File: config.mk
export PLATFORM = sky130hd
export DESIGN_NAME = smb_reg_slave
export DESIGN_NICKNAME = d
export VERILOG_FILES = /design/src/rtl/smb_reg_pkg.sv /design/src/rtl/smb_reg_ctrl.sv /design/src/rtl/smb_reg_file.sv /design/src/rtl/smb_reg_slave.sv
export SDC_FILE = /design/constraint.sdc
export NUM_CORES = 1
export LEC_CHECK = 0
export BUFFER_PORTS_ARGS = -buffer_cell sky130_fd_sc_hd__clkbuf_2
export CAP_MARGIN = 10
export CORE_UTILIZATION = 34
export DETAILED_ROUTE_END_ITERATION = 10
export SLEW_MARGIN = 25
export SYNTH_ARGS = -nofsm -noshare
export SYNTH_HDL_FRONTEND = slang
export SYNTH_SLANG_ARGS = --single-unit
export TNS_END_PERCENT = 50
File: constraint.sdc
create_clock -name clk -period 4.41 [get_ports clk]
set_input_delay 0.2205 -clock clk [delete_from_list [all_inputs] [get_ports clk]]
set_output_delay 0.2205 -clock clk [all_outputs]
set_load 0.03 [all_outputs]
File: src/rtl/smb_reg_pkg.sv
package smb_reg_pkg;

  localparam int STAT_IDX = 6;   // register with live status bits
  localparam int ID_IDX   = 7;   // fixed identifier register

  typedef enum logic [2:0] {
    S_IDLE, S_ADDR, S_ADDR_ACK, S_WR, S_WR_ACK, S_RD, S_RD_ACK
  } smbState_t;

  // strobes from the bit-level control to the register datapath
  typedef struct packed {
    logic       startSeen;
    logic       wrStb;
    logic [7:0] wrData;
    logic       rdAdv;
  } smbStrobe_t;

  function automatic logic [7:0] regDefault(int idx, logic [7:0] idValue);
    case (idx)
      0, 2:     return 8'hFF;
      1:        return 8'hF6;
      4:        return 8'h07;
      STAT_IDX: return 8'h18;
      ID_IDX:   return idValue;
      default:  return 8'h00;
    endcase
  endfunction

  // bits a host write may change
  function automatic logic [7:0] wrMask(int idx);
    if (idx < STAT_IDX) return 8'hFF;
    if (idx == STAT_IDX) return 8'hF8;
    return 8'h00;
  endfunction

endpackage

File: src/rtl/smb_reg_ctrl.sv
module smb_reg_ctrl
  import smb_reg_pkg::*;
#(
  parameter logic [6:0] SLAVE_ADDR = 7'h69
) (
  input  logic       clk,
  input  logic       rstN,
  input  logic       sclIn,
  input  logic       sdaIn,
  input  logic [7:0] rdByte,
  output logic       sdaOe,
  output smbStrobe_t stb
);

  logic [1:0] sclSync, sdaSync;
  logic       sclPrev, sdaPrev;
  logic       sclS, sdaS;
  logic       startC, stopC, sclRise, sclFall;
  smbState_t  state;
  logic [3:0] bitCnt;
  logic [7:0] shifter, txShift;
  logic       isRead, mAck;

  assign sclS    = sclSync[1];
  assign sdaS    = sdaSync[1];
  assign startC  = sclS & sclPrev & sdaPrev & ~sdaS;
  assign stopC   = sclS & sclPrev & ~sdaPrev & sdaS;
  assign sclRise = sclS & ~sclPrev;
  assign sclFall = ~sclS & sclPrev;

  always_ff @(posedge clk) begin
    if (!rstN) begin
      sclSync <= 2'b11;
      sdaSync <= 2'b11;
      sclPrev <= 1'b1;
      sdaPrev <= 1'b1;
    end else begin
      sclSync <= {sclSync[0], sclIn};
      sdaSync <= {sdaSync[0], sdaIn};
      sclPrev <= sclS;
      sdaPrev <= sdaS;
    end
  end

  always_ff @(posedge clk) begin
    if (!rstN) begin
      state   <= S_IDLE;
      bitCnt  <= '0;
      shifter <= '0;
      txShift <= '0;
      isRead  <= 1'b0;
      mAck    <= 1'b0;
      sdaOe   <= 1'b0;
      stb     <= '0;
    end else begin
      stb <= '0;
      if (startC) begin
        state         <= S_ADDR;
        bitCnt        <= '0;
        sdaOe         <= 1'b0;
        stb.startSeen <= 1'b1;
      end else if (stopC) begin
        state <= S_IDLE;
        sdaOe <= 1'b0;
      end else begin
        case (state)
          S_ADDR, S_WR: begin
            if (sclRise) begin
              shifter <= {shifter[6:0], sdaS};
              bitCnt  <= bitCnt + 4'd1;
            end else if (sclFall && bitCnt == 4'd8) begin
              if (state == S_WR) begin
                sdaOe      <= 1'b1;
                stb.wrStb  <= 1'b1;
                stb.wrData <= shifter;
                state      <= S_WR_ACK;
              end else if (shifter[7:1] == SLAVE_ADDR) begin
                sdaOe  <= 1'b1;
                isRead <= shifter[0];
                state  <= S_ADDR_ACK;
              end else begin
                state <= S_IDLE;
              end
            end
          end
          S_WR_ACK: if (sclFall) begin
            sdaOe  <= 1'b0;
            bitCnt <= '0;
            state  <= S_WR;
          end
          S_RD: if (sclFall) begin
            if (bitCnt == 4'd8) begin
              sdaOe <= 1'b0;
              state <= S_RD_ACK;
            end else begin
              sdaOe   <= ~txShift[6];
              txShift <= {txShift[6:0], 1'b0};
              bitCnt  <= bitCnt + 4'd1;
            end
          end
          S_ADDR_ACK, S_RD_ACK: begin
            if (sclRise) mAck <= ~sdaS;
            if (sclFall) begin
              if ((state == S_ADDR_ACK && isRead) || (state == S_RD_ACK && mAck)) begin
                txShift   <= rdByte;
                sdaOe     <= ~rdByte[7];
                stb.rdAdv <= 1'b1;
                bitCnt    <= 4'd1;
                state     <= S_RD;
              end else if (state == S_ADDR_ACK) begin
                sdaOe  <= 1'b0;
                bitCnt <= '0;
                state  <= S_WR;
              end else begin
                state <= S_IDLE;
              end
            end
          end
          default: state <= S_IDLE;
        endcase
      end
    end
  end

  // when idle (no address match yet) the slave never pulls SDA
  p_idle_quiet_r2: assert property (@(posedge clk) disable iff (!rstN)
    (state == S_IDLE) |-> !sdaOe);

  // pull-down is held while SCL stays high (no START/STOP seen)
  p_sda_hold_r9: assert property (@(posedge clk) disable iff (!rstN)
    (sclS && sclPrev && !startC && !stopC) |=> $stable(sdaOe));

endmodule

File: src/rtl/smb_reg_file.sv
module smb_reg_file
  import smb_reg_pkg::*;
#(
  parameter int         NREG     = 8,
  parameter logic [7:0] ID_VALUE = 8'h28
) (
  input  logic              clk,
  input  logic              rstN,
  input  smbStrobe_t        stb,
  input  logic [2:0]        strapSel,
  input  logic              stopPinN,
  output logic [7:0]        rdByte,
  output logic [NREG*8-1:0] regOut
);

  localparam int IDXW = $clog2(NREG);

  logic [7:0]      regs [NREG];
  logic [6:0]      ptr;
  logic [IDXW-1:0] ptrIdx;
  logic            inRange, blockMode, rdFirst;
  logic [1:0]      phase;     // 0 command, 1 count, 2 data
  logic [7:0]      viewByte;

  assign ptrIdx  = ptr[IDXW-1:0];
  assign inRange = (int'(ptr) < NREG);

  always_ff @(posedge clk) begin
    if (!rstN) begin
      for (int i = 0; i < NREG; i++) regs[i] <= regDefault(i, ID_VALUE);
      ptr       <= '0;
      blockMode <= 1'b0;
      rdFirst   <= 1'b0;
      phase     <= '0;
    end else if (stb.startSeen) begin
      phase   <= '0;
      rdFirst <= 1'b1;
    end else if (stb.wrStb) begin
      rdFirst <= 1'b0;
      case (phase)
        2'd0: begin
          blockMode <= ~stb.wrData[7];
          ptr       <= stb.wrData[7] ? stb.wrData[6:0] : 7'd0;
          phase     <= stb.wrData[7] ? 2'd2 : 2'd1;
        end
        2'd1: phase <= 2'd2;
        default: begin
          if (inRange)
            regs[ptrIdx] <= (regs[ptrIdx] & ~wrMask(int'(ptrIdx)))
                          | (stb.wrData & wrMask(int'(ptrIdx)));
          ptr <= ptr + 7'd1;
        end
      endcase
    end else if (stb.rdAdv) begin
      rdFirst <= 1'b0;
      if (!(rdFirst && blockMode)) ptr <= ptr + 7'd1;
    end
  end

  always_comb begin
    viewByte = regs[ptrIdx];
    if (ptrIdx == IDXW'(STAT_IDX))
      viewByte = {regs[ptrIdx][7:4], regs[ptrIdx][3] & stopPinN, strapSel};
  end

  assign rdByte = (rdFirst && blockMode) ? 8'(NREG) : (inRange ? viewByte : 8'h00);

  for (genvar g = 0; g < NREG; g++) begin : g_out
    if (g == STAT_IDX) begin : g_stat
      assign regOut[g*8 +: 8] = {regs[g][7:3], strapSel};
    end else begin : g_plain
      assign regOut[g*8 +: 8] = regs[g];
    end
  end

  // every data byte sent advances the pointer by one
  p_ptr_step_r6: assert property (@(posedge clk) disable iff (!rstN)
    (stb.rdAdv && !(rdFirst && blockMode)) |=> (ptr == $past(ptr) + 7'd1));

  // the leading count byte of a block read leaves the pointer in place
  p_count_hold_r6: assert property (@(posedge clk) disable iff (!rstN)
    (stb.rdAdv && rdFirst && blockMode) |=> $stable(ptr));

  // a data write beyond the bank leaves every stored register alone
  p_oob_write_r7: assert property (@(posedge clk) disable iff (!rstN)
    (stb.wrStb && phase == 2'd2 && !inRange) |=>
      ($stable(regOut[NREG*8-1:STAT_IDX*8+8]) && $stable(regOut[STAT_IDX*8-1:0])));

endmodule

File: src/rtl/smb_reg_slave.sv
module smb_reg_slave
  import smb_reg_pkg::*;
#(
  parameter int         NREG       = 8,
  parameter logic [6:0] SLAVE_ADDR = 7'h69,
  parameter logic [7:0] ID_VALUE   = 8'h28
) (
  input  logic              clk,
  input  logic              rstN,
  input  logic              sclIn,
  input  logic              sdaIn,
  output logic              sdaOe,
  input  logic [2:0]        strapSel,
  input  logic              stopPinN,
  output logic [NREG*8-1:0] regOut
);

  smbStrobe_t stb;
  logic [7:0] rdByte;

  smb_reg_ctrl #(.SLAVE_ADDR(SLAVE_ADDR)) u_ctrl (
    .clk(clk), .rstN(rstN), .sclIn(sclIn), .sdaIn(sdaIn),
    .rdByte(rdByte), .sdaOe(sdaOe), .stb(stb)
  );

  smb_reg_file #(.NREG(NREG), .ID_VALUE(ID_VALUE)) u_file (
    .clk(clk), .rstN(rstN), .stb(stb), .strapSel(strapSel),
    .stopPinN(stopPinN), .rdByte(rdByte), .regOut(regOut)
  );

endmodule

==> out/qor.txt <==
Hold Crit Class - input pin to register
Vias per std cell - 5.31
CTS H-tree depth - 4
GPL Wtd Cong - 0.824
WL final - 15300 µm
Seq/Total Area, Yosys - 52.7%
Rows - 47
Initial antenna violation count - 0
Seq cells post-synth - 120
Setup crit start - u_ctrl.state[1]
Switch share - 26.0%
Tcrit/Tclk final - 54.5%
Mapped Nets - 535
Setup Skew - 0.0126 ns
Die Footprint - 17500 µm²
EDFF count, synth - 64
Drt initial violations - 489
Most used DFF post-synth - edfxtp_1
Comb power frac - 12.4%
Post-synthesis xor/xnor area fraction - 0.303%
Synth Instances - 523
Num Clock Sinks - 120
Share of layout cells above drive strength 1 - 21.5%
Clk pin slew, worst setup/hold paths - 0.06 ns
Simple-Gate Fraction of Synth Area - 22.4%
Final nets - 600
Max-Cap Viols - 0
Unique masters post-synth - 68
First-pass GRT wire length - 23400 µm
Core Area - 16600 µm²
GR Overflow Total - 0
Static leakage - 2.32 nW
Worst r2r src - u_ctrl.state[1]
RSZ-0062 raised after global routing - no
Worst-skew pair later-pin latency - 0.41 ns
Clock share of power - 46.1%
Clk buf depth - 2
Postcts setup bufs - 0
R2R Setup Slk - 2.01 ns
Total global-route track usage - 17.5%
Most common cell in the synthesized netlist - edfxtp_1
Post-route ant nets - 0
WP data arrival - 2.70 ns
Reg power frac - 41.5%
DRC violations left - 0
CTS tree - yes
# fillers - 1597
CP max FO - 17
Placed insts - 787
Ys async rst share - 0%
Avg Cell Area, Syn - 11.0 µm²
Reg2reg path depth - 5
Outcome - completed
Layout area overhead - 19.1%
FMAX - 416 MHz
Worst r2r dst - u_ctrl.txShift[1]
IO Pins - 73
Top cells by count, synth - 64 x edfxtp_1, 56 x dfxtp_1, 51 x nor2_1
Die W - 132 µm
Synth area leader - edfxtp_1
Critical path destination - u_ctrl.txShift[1]
P_int - 0.00229 W
Slew headroom - 30.2%
Routed vias - 4357
Largest net degree at the start of global routing - 28
Largest family of logic cells by synthesized area - simple AND/OR/NAND/NOR gates
CP required - 4.70 ns
Mapped Area - 5780 µm²
VDD IR-drop max - 287 µV
Finish-stage setup viols - 0
Post-Synth Adder-Cell Area - 0.866%
Hpwl dp - 10900 µm
Mux cell area share after synthesis - 9.03%
Avg WL per Cell - 18.6 µm
Post-synth top area share - 33.3%
Top cells by area, synth - edfxtp_1 33%, dfxtp_1 19%, mux4_1 5.5%
Final slew viol count - 0
CTS root buffer - clkbuf_16
Die height - 132 µm
CP Launch Type - register
Drt first pass iters - 5
Tmin final - 2.40 ns
Cell Count, Final, Fillers Out - 821
Worst slew pin tran - 1.03 ns
PD cells - 450 nW/µm²
Number of global-route vias before repair - 4050
Starting Density - 34.8%
IO buf count - 72
Switch Pwr - 0.000806 W
TritonCTS buffer count - 17
Crit end category - register
Ys Warns - 0
CP Class - register to register
Final hold vios - 0
Number of antenna diodes - 0
Setup TNS - 0 ns
Compound-gate portion of the synthesized area - 11.0%
-- power groups by stage --
stage	clock network [W]	registers, W	logic (W)
after floorplan	0	0.00130	0.000291
after global placement	0	0.00131	0.000371
after detailed placement	0	0.00131	0.000379
after CTS	0.00144	0.00128	0.000384
after global routing	0.00149	0.00129	0.000427
final	0.00143	0.00129	0.000386
-- final cells by class --
class                   count  area [µm²]  area share (%)
clock buffers              18         429            6.23
clock inverters            14         181            2.64
inverters                  11        41.3           0.600
multi-input cells         363        2520            36.7
flip-flops and latches    120        3040            44.2
well taps                 220         275            4.00
repair buffers             75         388            5.63
-- state kept, by name (all words and copies together), names as in the netlist, 2 cells and up, named ones only --
name	count
u_file.ptr	7
u_ctrl.sclSync	2
u_file.phase	2
u_ctrl.txShift	7
u_ctrl.bitCnt	4
u_ctrl.state	3
u_file.regs	64
u_ctrl.shifter	8
u_ctrl.sdaSync	2
u_ctrl.stb	11
-- worst min path at each step --
stage                      start           endpoint  slack (ns)  cells past startpoint
6_report             strapSel[0]  u_ctrl.txShift[0]        0.23                      3
5_1_grt              strapSel[0]  u_ctrl.txShift[0]        0.25                      3
4_1_cts              strapSel[0]  u_ctrl.txShift[0]        0.22                      3
3_5_place_dp   u_ctrl.sclSync[0]  u_ctrl.sclSync[1]        0.40                      1
3_3_place_gp   u_ctrl.sclSync[0]  u_ctrl.sclSync[1]        0.40                      1
2_1_floorplan              sclIn  u_ctrl.sclSync[0]        0.32                      1
-- logic make-up (layout without fill, tap and decap cells) --
family,after synthesis,in the layout
AND/OR/NAND/NOR,229,229
buffers and inverters,40,118
multiplexers,30,30
AO/OA/AOI/OAI,98,98
flip-flops,120,120
adder cells (fa/ha/maj),4,4
XOR/XNOR,2,2
-- layout by cell type (no fill, tap or decap), types with 2 or more instances in the layout --
master and instances:
clkbuf_2 72, edfxtp_1 64, dfxtp_1 55, nor2_1 51, nand2_1 46, nand2b_1 35
a21oi_1 35, and2_1 32, o21ai_0 22, clkbuf_16 17, mux2i_1 15, nand3_1 14
mux4_1 12, inv_1 11, or2_2 10, nor3_1 6, nand3b_1 5, a211oi_1 5
nor2b_1 5, nor4_4 5, and3_1 4, o2111ai_1 4, ha_1 4, bufinv_16 4
clkinvlp_4 4, nor4_1 3, o211a_1 3, clkinv_2 3, o211ai_1 2, and3b_1 2
or3_1 2, o21a_1 2, o21bai_1 2, and4b_1 2, mux4_2 2, clkinv_1 2
dlygate4sd3_1 2
-- metal layers --
metal / vias up / GRT usage, % / wire length, µm
li1: 2030 / - / -
met1: 2165 / 24.4 / 7210
met2: 147 / 27.0 / 7140
met3: 15 / 3.69 / 736
met4: 0 / 5.62 / 223
met5: - / 0 / 0
-- critical path, stage by stage (launching register included) --
cell and delay, ns:
dfxtp_1 0.64, and2b_1 0.33, nand2_1 0.22, a21oi_1 0.71, o2111ai_1 0.21, o211a_1 0.19
-- what timing repair did --
action,4_1_cts,5_1_grt
resized for setup,0,0
hold endpoints to repair,2,0
endpoints found under the setup margin,0,0
hold buffers,2,0
-- through the flow --
stage / setup slack, ns / power [W] / util, % / area, µm² / hold slack [ns]
final: 2.01 / 0.00310 / 41.5 / 6880 / 0.229
after global routing: 1.81 / 0.00321 / 41.5 / 6880 / 0.248
after CTS: 2.00 / 0.00311 / 41.5 / 6880 / 0.218
after detailed placement: 1.60 / 0.00169 / 37.7 / 6250 / 0.396
after global placement: 1.73 / 0.00168 / 37.7 / 6250 / 0.396
after floorplan: 2.43 / 0.00159 / - / 5780 / 0.322
Note: power is estimated with default switching activity, not from simulation.
